==> src/rtl/dlt_pkg.sv <==
package dlt_pkg;

  // Alternating-limit PWM output mode code
  localparam logic [2:0] MODE_ALT_PWM = 3'b100;

  // Register file indices
  localparam int REG_UP   = 0;
  localparam int REG_DN   = 1;
  localparam int REG_LOAD = 2;
  localparam int NUM_REGS = 3;

  // Strobes from control to datapath
  typedef struct packed {
    logic reload;    // load counter from load register
    logic step;      // step counter by one
    logic stepDown;  // direction of the step
  } dpStrobes_t;

endpackage

==> src/rtl/dlt_datapath.sv <==
module dlt_datapath
  import dlt_pkg::*;
#(
  parameter int W = 16
) (
  input  logic             clk,
  input  logic             rstN,
  input  dpStrobes_t       strobes,
  input  logic [NUM_REGS-1:0] regWe,
  input  logic [W-1:0]     regData [NUM_REGS],
  output logic [W-1:0]     count,
  output logic             matchUp,
  output logic             matchDn
);

  localparam logic [W-1:0] ALL_ONES = {W{1'b1}};
  localparam logic [W-1:0] ONE      = W'(1);

  logic [W-1:0] regQ [NUM_REGS];
  logic         pastValid;

  // Three write-strobed registers; upper limit resets to full range
  for (genvar i = 0; i < NUM_REGS; i++) begin : g_regs
    localparam logic [W-1:0] RESET_VAL = (i == REG_UP) ? ALL_ONES : '0;
    always_ff @(posedge clk or negedge rstN) begin
      if (!rstN)         regQ[i] <= RESET_VAL;
      else if (regWe[i]) regQ[i] <= regData[i];
    end
  end

  // Equality-only comparators against the registered counter
  assign matchUp = (count == regQ[REG_UP]);
  assign matchDn = (count == regQ[REG_DN]);

  always_ff @(posedge clk or negedge rstN) begin
    if (!rstN)               count <= '0;
    else if (strobes.reload) count <= regQ[REG_LOAD];
    else if (strobes.step)   count <= strobes.stepDown ? count - ONE : count + ONE;
  end

  always_ff @(posedge clk or negedge rstN) begin
    if (!rstN) pastValid <= 1'b0;
    else       pastValid <= 1'b1;
  end

  // a reload puts the load register value into the counter
  a_r3_reload_value: assert property (@(posedge clk) disable iff (!rstN)
    (pastValid && $past(strobes.reload)) |-> (count == $past(regQ[REG_LOAD])));

  // stepping moves the counter by exactly one in the requested direction
  a_r2_single_step: assert property (@(posedge clk) disable iff (!rstN)
    (pastValid && $past(strobes.step) && !$past(strobes.reload)) |->
      (count == ($past(strobes.stepDown) ? W'($past(count) - ONE) : W'($past(count) + ONE))));

endmodule

==> src/rtl/dlt_control.sv <==
module dlt_control
  import dlt_pkg::*;
(
  input  logic       clk,
  input  logic       rstN,
  input  logic       tick,
  input  logic       countDown,
  input  logic [2:0] outMode,
  input  logic       matchUp,
  input  logic       matchDn,
  output dpStrobes_t strobes,
  output logic       cmpFlag,
  output logic       pwmOut
);

  logic altMode;
  logic onPhase;     // in alternating mode: 1 = targeting lower limit
  logic useDnLimit;
  logic match;
  logic pastValid;

  assign altMode    = (outMode == MODE_ALT_PWM);
  assign useDnLimit = altMode ? onPhase : countDown;
  assign match      = useDnLimit ? matchDn : matchUp;

  always_comb begin
    strobes          = '0;
    strobes.reload   = tick && match;
    strobes.step     = tick && !match;
    strobes.stepDown = !altMode && countDown;
  end

  always_ff @(posedge clk or negedge rstN) begin
    if (!rstN) begin
      cmpFlag <= 1'b0;
      onPhase <= 1'b0;
      pwmOut  <= 1'b0;
    end else begin
      cmpFlag <= strobes.reload;
      if (!altMode) begin
        onPhase <= 1'b0;
        pwmOut  <= 1'b0;
      end else if (strobes.reload) begin
        onPhase <= !onPhase;
        pwmOut  <= !pwmOut;
      end
    end
  end

  always_ff @(posedge clk or negedge rstN) begin
    if (!rstN) pastValid <= 1'b0;
    else       pastValid <= 1'b1;
  end

  // the flag only follows a tick
  a_r5_flag_needs_tick: assert property (@(posedge clk) disable iff (!rstN)
    (pastValid && cmpFlag) |-> $past(tick));

  // the output pin changes only together with a compare flag
  a_r6_pin_moves_on_match: assert property (@(posedge clk) disable iff (!rstN)
    (pastValid && $past(altMode) && (pwmOut != $past(pwmOut))) |-> cmpFlag);

  // outside the alternating mode the pin is low
  a_r8_pin_low_off_mode: assert property (@(posedge clk) disable iff (!rstN)
    (pastValid && !$past(altMode)) |-> !pwmOut);

endmodule

==> src/rtl/dual_limit_timer.sv <==
module dual_limit_timer
  import dlt_pkg::*;
#(
  parameter int W = 16
) (
  input  logic         clk,
  input  logic         rstN,
  input  logic         tick,
  input  logic         countDown,
  input  logic [2:0]   outMode,
  input  logic         upLimWe,
  input  logic [W-1:0] upLimData,
  input  logic         dnLimWe,
  input  logic [W-1:0] dnLimData,
  input  logic         loadWe,
  input  logic [W-1:0] loadData,
  output logic [W-1:0] count,
  output logic         cmpFlag,
  output logic         pwmOut
);

  dpStrobes_t          strobes;
  logic                matchUp;
  logic                matchDn;
  logic [NUM_REGS-1:0] regWe;
  logic [W-1:0]        regData [NUM_REGS];
  logic                pastValid;

  always_comb begin
    regWe             = '0;
    regWe[REG_UP]     = upLimWe;
    regWe[REG_DN]     = dnLimWe;
    regWe[REG_LOAD]   = loadWe;
    regData[REG_UP]   = upLimData;
    regData[REG_DN]   = dnLimData;
    regData[REG_LOAD] = loadData;
  end

  dlt_control i_control (
    .clk       (clk),
    .rstN      (rstN),
    .tick      (tick),
    .countDown (countDown),
    .outMode   (outMode),
    .matchUp   (matchUp),
    .matchDn   (matchDn),
    .strobes   (strobes),
    .cmpFlag   (cmpFlag),
    .pwmOut    (pwmOut)
  );

  dlt_datapath #(.W(W)) i_datapath (
    .clk     (clk),
    .rstN    (rstN),
    .strobes (strobes),
    .regWe   (regWe),
    .regData (regData),
    .count   (count),
    .matchUp (matchUp),
    .matchDn (matchDn)
  );

  always_ff @(posedge clk or negedge rstN) begin
    if (!rstN) pastValid <= 1'b0;
    else       pastValid <= 1'b1;
  end

  // without a tick the counter holds
  a_r2_hold_without_tick: assert property (@(posedge clk) disable iff (!rstN)
    (pastValid && !$past(tick)) |-> $stable(count));

  // in alternating mode a non-flagged tick always increments
  a_r7_up_only_alt_mode: assert property (@(posedge clk) disable iff (!rstN)
    (pastValid && $past(tick) && ($past(outMode) == MODE_ALT_PWM) && !cmpFlag) |->
      (count == W'($past(count) + W'(1))));

endmodule

==> config.mk <==
export PLATFORM = sky130hd
export DESIGN_NAME = dual_limit_timer
export DESIGN_NICKNAME = d
export VERILOG_FILES = /design/src/rtl/dlt_pkg.sv /design/src/rtl/dlt_datapath.sv /design/src/rtl/dlt_control.sv /design/src/rtl/dual_limit_timer.sv
export SDC_FILE = /design/constraint.sdc
export NUM_CORES = 1
export LEC_CHECK = 0
export BUFFER_PORTS_ARGS = -buffer_cell sky130_fd_sc_hd__clkbuf_2
export CAP_MARGIN = 20
export CORE_MARGIN = 5
export CORE_UTILIZATION = 45
export CTS_CLUSTER_DIAMETER = 40
export DETAILED_ROUTE_END_ITERATION = 7
export GPL_ROUTABILITY_DRIVEN = 0
export PLACE_DENSITY = 0.76
export SKIP_LAST_GASP = 1
export SLEW_MARGIN = 10
export SYNTH_ARGS = -nofsm -noshare
export SYNTH_HDL_FRONTEND = slang
export SYNTH_SLANG_ARGS = --single-unit
==> constraint.sdc <==
create_clock -name clk -period 3.34 [get_ports clk]
set_input_delay 0.835 -clock clk [delete_from_list [all_inputs] [get_ports clk]]
set_output_delay 0.835 -clock clk [all_outputs]
set_load 0.02 [all_outputs]
# [After elaboration in Yosys (flattened, before gate mapping)]
# Index checks and enable logic that the tools add are counted.
[totals] regBits=67 input_bits=58
[op_classes] n_addsub=2 eq_ne=4 n_mux=9 n_reduce_logical=8
[ops] op="16-bit two-way mux" count=3
[ops] op="16-bit equality test" count=2
[ops] op="16-bit by 1-bit adder with 16-bit output (second input constant)" count=1
[ops] op="16-bit by 1-bit subtractor with 16-bit output (second input constant)" count=1
[ops] op="1-bit two-way mux" count=6
[ops] op="1-bit zero test" count=4
[ops] op="3-bit equality test (second input constant)" count=1
[ops] op="1-bit logical AND" count=3
[ops] op="2-bit by 1-bit inequality test with 1-bit output (second input constant)" count=1
[ops] op="2-bit nonzero test" count=1

# [Logic depth before layout (Yosys ltp)]
[depth] word_depth=7 mapped_depth=13 ltp_nobuf=11

# [Modules after synthesis]
# Synthesis repeated with hierarchy kept, for this count alone.
[unflattened] hier_cells=333 hier_area_um2=3788.6
[by_module_without_submodules] module="dlt_datapath" n_inst=1 cells_each=308 area_per_inst_um2=3562.2
[by_module_without_submodules] module="dlt_control" n_inst=1 cells_each=25 area_per_inst_um2=226.5

# [Worst setup path after synthesis]
# OpenSTA, ideal clock, no wires.
[synth_path] kind="input -> register" startpoint="input port outMode[1]" endpoint="register i_datapath.count[12]" setup_ns=0.070 t_arrival_ns=3.205 t_required_ns=3.270 setup_slack_ns=0.065 cell_stages=12 cell_sequence="or3b_1 buf_2 buf_6 nand2_2 xnor2_1 ha_1 nor4_1 nand3_1 a2111oi_0 a41oi_1 a2111o_1 nand3_1"
[synth_via] elab_chain_len=6 word_cells_on_any_way=12 classes_between="1 x eq/ne; 5 x mux; 6 x reduce/logical"
[synth_rtl] item="from (decl)" line_no="dual_limit_timer.sv:10" text="input logic [2:0] outMode,"
[synth_rtl] item="3-bit equality test *" line_no="dlt_control.sv:22" text="assign altMode = (outMode == MODE_ALT_PWM);"
[synth_rtl] item="1-bit zero test or 1-bit two-way mux (tied branches)" line_no="dlt_control.sv:30, dlt_control.sv:23"
[synth_rtl] item="1-bit logical AND or 1-bit two-way mux (tied branches)" line_no="dlt_control.sv:30, dlt_control.sv:24"
[synth_rtl] item="16-bit two-way mux or 1-bit zero test (tied branches)" line_no="dlt_datapath.sv:38, dlt_control.sv:29"
[synth_rtl] item="16-bit two-way mux or 1-bit logical AND (tied branches)" line_no="dlt_datapath.sv:38, dlt_control.sv:29"
[synth_rtl] item="16-bit two-way mux or 2-bit nonzero test (tied branches)"
[synth_rtl] item="to (signal assigned)" line_no="dlt_datapath.sv:37" text="else if (strobes.reload) count <= regQ[REG_LOAD];"
[synth_rtl] item="to (signal assigned)" line_no="dlt_datapath.sv:38" text="else if (strobes.step) count <= strobes.stepDown ? count - ONE : count + ONE;"
[synth_rtl] item="to (decl)" line_no="dlt_datapath.sv:11" text="output logic [W-1:0] count,"
# Mark *: on every way between the ends. The rest lies on a longest branch, timed or not. The select of a mux whose other input is x is not followed.
# A chain may end at the register's enable or synchronous reset.

# [Worst setup path after layout]
# Ends and elaborated chain as after synthesis.

==> flow_summary.toml <==
[status]
outcome = "complete, no violations"

[logic_synthesis]
yosysWarnings = 0
syn_area_per_cell_um2 = 9.36
synthArstFlopShare = 1.00
syn_nets = 533
syn_area_mm2 = 0.00444
synth_edf_count = 0
yosys.cell_types.count = 71
ys_seq_area_frac = 0.383
ys_seq_elements = 67
syn_inst = 474
synth_flop_cell = "dfrtp_1"

[job]
cap_violations = 0

[floorplanning]
core-area_mm2 = 0.00968
boundaryPins = 76
die_area_mm2 = 0.0119
fp.dieW_um = 109
die_y_um = 109
row_count = 36
start_util = 0.458

[cts]
clockBufferDepth = 2
clk-insertion-delay-late_ps = 350
cts.sinks = 67
cts_root_buf = "clkbuf_8"
cts_tree = "built"
clk_pin_slew_ps = 80
cts_buffers = 9
h-tree-depth = 3
ctsResizeCount = 0
post_cts_buffers = 0
ctsHoldBuffers = 0

[placed_design]
placed_cells = 665
dp_hpwl_mm = 9.85
numPortBuffers = 75
dp_slack_ps = -131

[layout]
finalCoreUtilization = 0.538
area_growth_pct = 17.5
fillers = 865
num_antenna_cells = 0
drive_gt1_frac = 0.338
finalNetCount = 602
instances_no_fill = 681

[sta]
maxSlewViolCount = 0
relSlewSlack = 0.467
setup_viol = 0
tightest_slew_ps = 779
clock.fmax_mhz = 311
fin_ws_ps = 124
final.setup.tns_ps = 0
period_share = 0.963
rsz0062_at_grt = "false"
finalHoldViolations = 0
layout_min_cycle_time_ps = 3220
finClkSkew_ps = 12.0

[critical_path]
critPathLaunchType = "input pin"
crit_type = "in2reg"
path_max_fanout = 4
worstPathArrival_ps = 3510
cp.required_ps = 3630
endpoint_kind = "flip-flop"

[pwr]
ir_worst_vdd_uv = 292
powerDensity_mw_per_mm2 = 566
finalPower_w = 0.00295
p_leak_nw = 2.14

[detailed_routing]
routedWlPerCell_um = 19.3
via_per_inst = 6.25
ant_nets = 0
vias = 4259
dr.pass1.iters = 6
drc = 0
drt-initial-drc-count = 580
routed_wl_mm = 13.1

[global_routing]
grt_use_total = 0.227
antenna_found_initial = 0
grt_pass1_vias = 4148
grt_pass1_wl_mm = 21.2
overflow = 0
grt_start_max_net_pins = 68

[min_path]
holdCritPathClass = "in2async"
[path summary, 6_finish.rpt]
path                                           start                    to  slack, ps  cells past startpoint
worst min-delay path                            rstN   i_datapath.regQ[27]        490                      2
min in group clk                 i_datapath.regQ[14]   i_datapath.regQ[14]        510                      1
worst max-delay path                      outMode[1]  i_datapath.count[12]        120                     11
worst max register to register  i_datapath.count[13]  i_datapath.count[13]        460                      8
max in group asynchronous                       rstN   i_datapath.regQ[33]       2530                      2
worst min register to register   i_datapath.regQ[14]   i_datapath.regQ[14]        510                      1
[critical path: stages]
cell and delay (ps):
clkbuf_2 90, or3b_1 490, nand2_2 130, xnor2_1 70, ha_1 230, nor4_1 270
nand3_1 190, a2111oi_0 590, a41oi_1 130, a2111o_1 410, nand3_1 90
[layout by cell type, fill, tap and decap left out, drive strengths merged, types with 8 or more instances in the layout]
master	n
o211ai	8
nor2b	18
nand2	32
o21ai	21
nand3	20
and2	9
nor3	16
dfstp	16
mux2	43
a211oi	9
dfrtp	51
a21oi	14
buf	27
nor2	14
inv	25
clkbuf	84
xor2	9
a2111oi	9
[registers in the layout, indices dropped and copies added (netlist names)]
signal	cells
i_datapath.count	16
i_control.onPhase	1
i_datapath.regQ	48
i_control.pwmOut	1
i_control.cmpFlag	1
[through the flow]
stage	cell area [µm²]	hold WS, ps
floorplan	4440	475
global placement	4980	492
detailed placement	4980	497
CTS	5210	506
global route	5210	526
finish	5210	490
[routing by layer]
metal / vias to the layer above / share of wire / wire length (µm) / track usage
li1: 1922 / - / - / -
met1: 1996 / 0.41 / 5370 / 0.305
met2: 274 / 0.44 / 5770 / 0.343
met3: 67 / 0.10 / 1360 / 0.0586
met4: 0 / 0.048 / 631 / 0.103
met5: - / 0 / 0 / 0
[synthesized netlist by cell type (all sizes together), types with 4 or more instances]
cell | instances | area, µm²
dfrtp | 51 | 1280
mux2 | 43 | 484
nand2 | 32 | 125
clkbuf | 29 | 109
inv | 25 | 93.8
o21ai | 21 | 105
nand3 | 20 | 100
nor2b | 18 | 113
dfstp | 16 | 420
nor3 | 16 | 80.1
a21oi | 14 | 73.8
buf | 14 | 91.3
nor2 | 14 | 52.6
a2111oi | 9 | 86.3
a211oi | 9 | 72.6
and2 | 9 | 56.3
xor2 | 9 | 78.8
o211ai | 8 | 65.1
mux2i | 7 | 70.1
nand2b | 7 | 43.8
o22ai | 7 | 43.8
or3 | 7 | 43.8
a41oi | 6 | 52.6
nor4 | 6 | 37.5
o221ai | 6 | 52.6
a22oi | 5 | 37.5
o32a | 5 | 50.1
xnor2 | 5 | 43.8
and3 | 4 | 25.0
nand4 | 4 | 25.0
nor3b | 4 | 30.0
o311ai | 4 | 35.0
[power by group]
part | switching (W) | leakage [nW] | internal [W]
clock | 0.000318 | 0.108 | 0.000440
combinational | 0.000585 | 1.29 | 0.000443
sequential | 0.000227 | 0.741 | 0.000938
total | 0.00113 | 2.14 | 0.00182
[logic make-up after synthesis]
kind of cell,after synthesis,synth area share
buf+inv,68,0.0663
fa+ha+maj,1,0.00282
xor+xnor,14,0.0276
flops,67,0.383
compound gates,125,0.214
mux,50,0.125
simple gates,149,0.181
[final cells by class]
type / count / area (µm²) / area share
Inverter: 25 / 93.8 / 0.0180
Multi-Input combinational cell: 339 / 2440 / 0.469
Clock buffer: 10 / 138 / 0.0264
Tap cell: 133 / 166 / 0.0319
Timing Repair Buffer: 101 / 583 / 0.112
Sequential cell: 67 / 1700 / 0.326
Clock inverter: 6 / 88.8 / 0.0170
(Power assumes the default switching activity.)
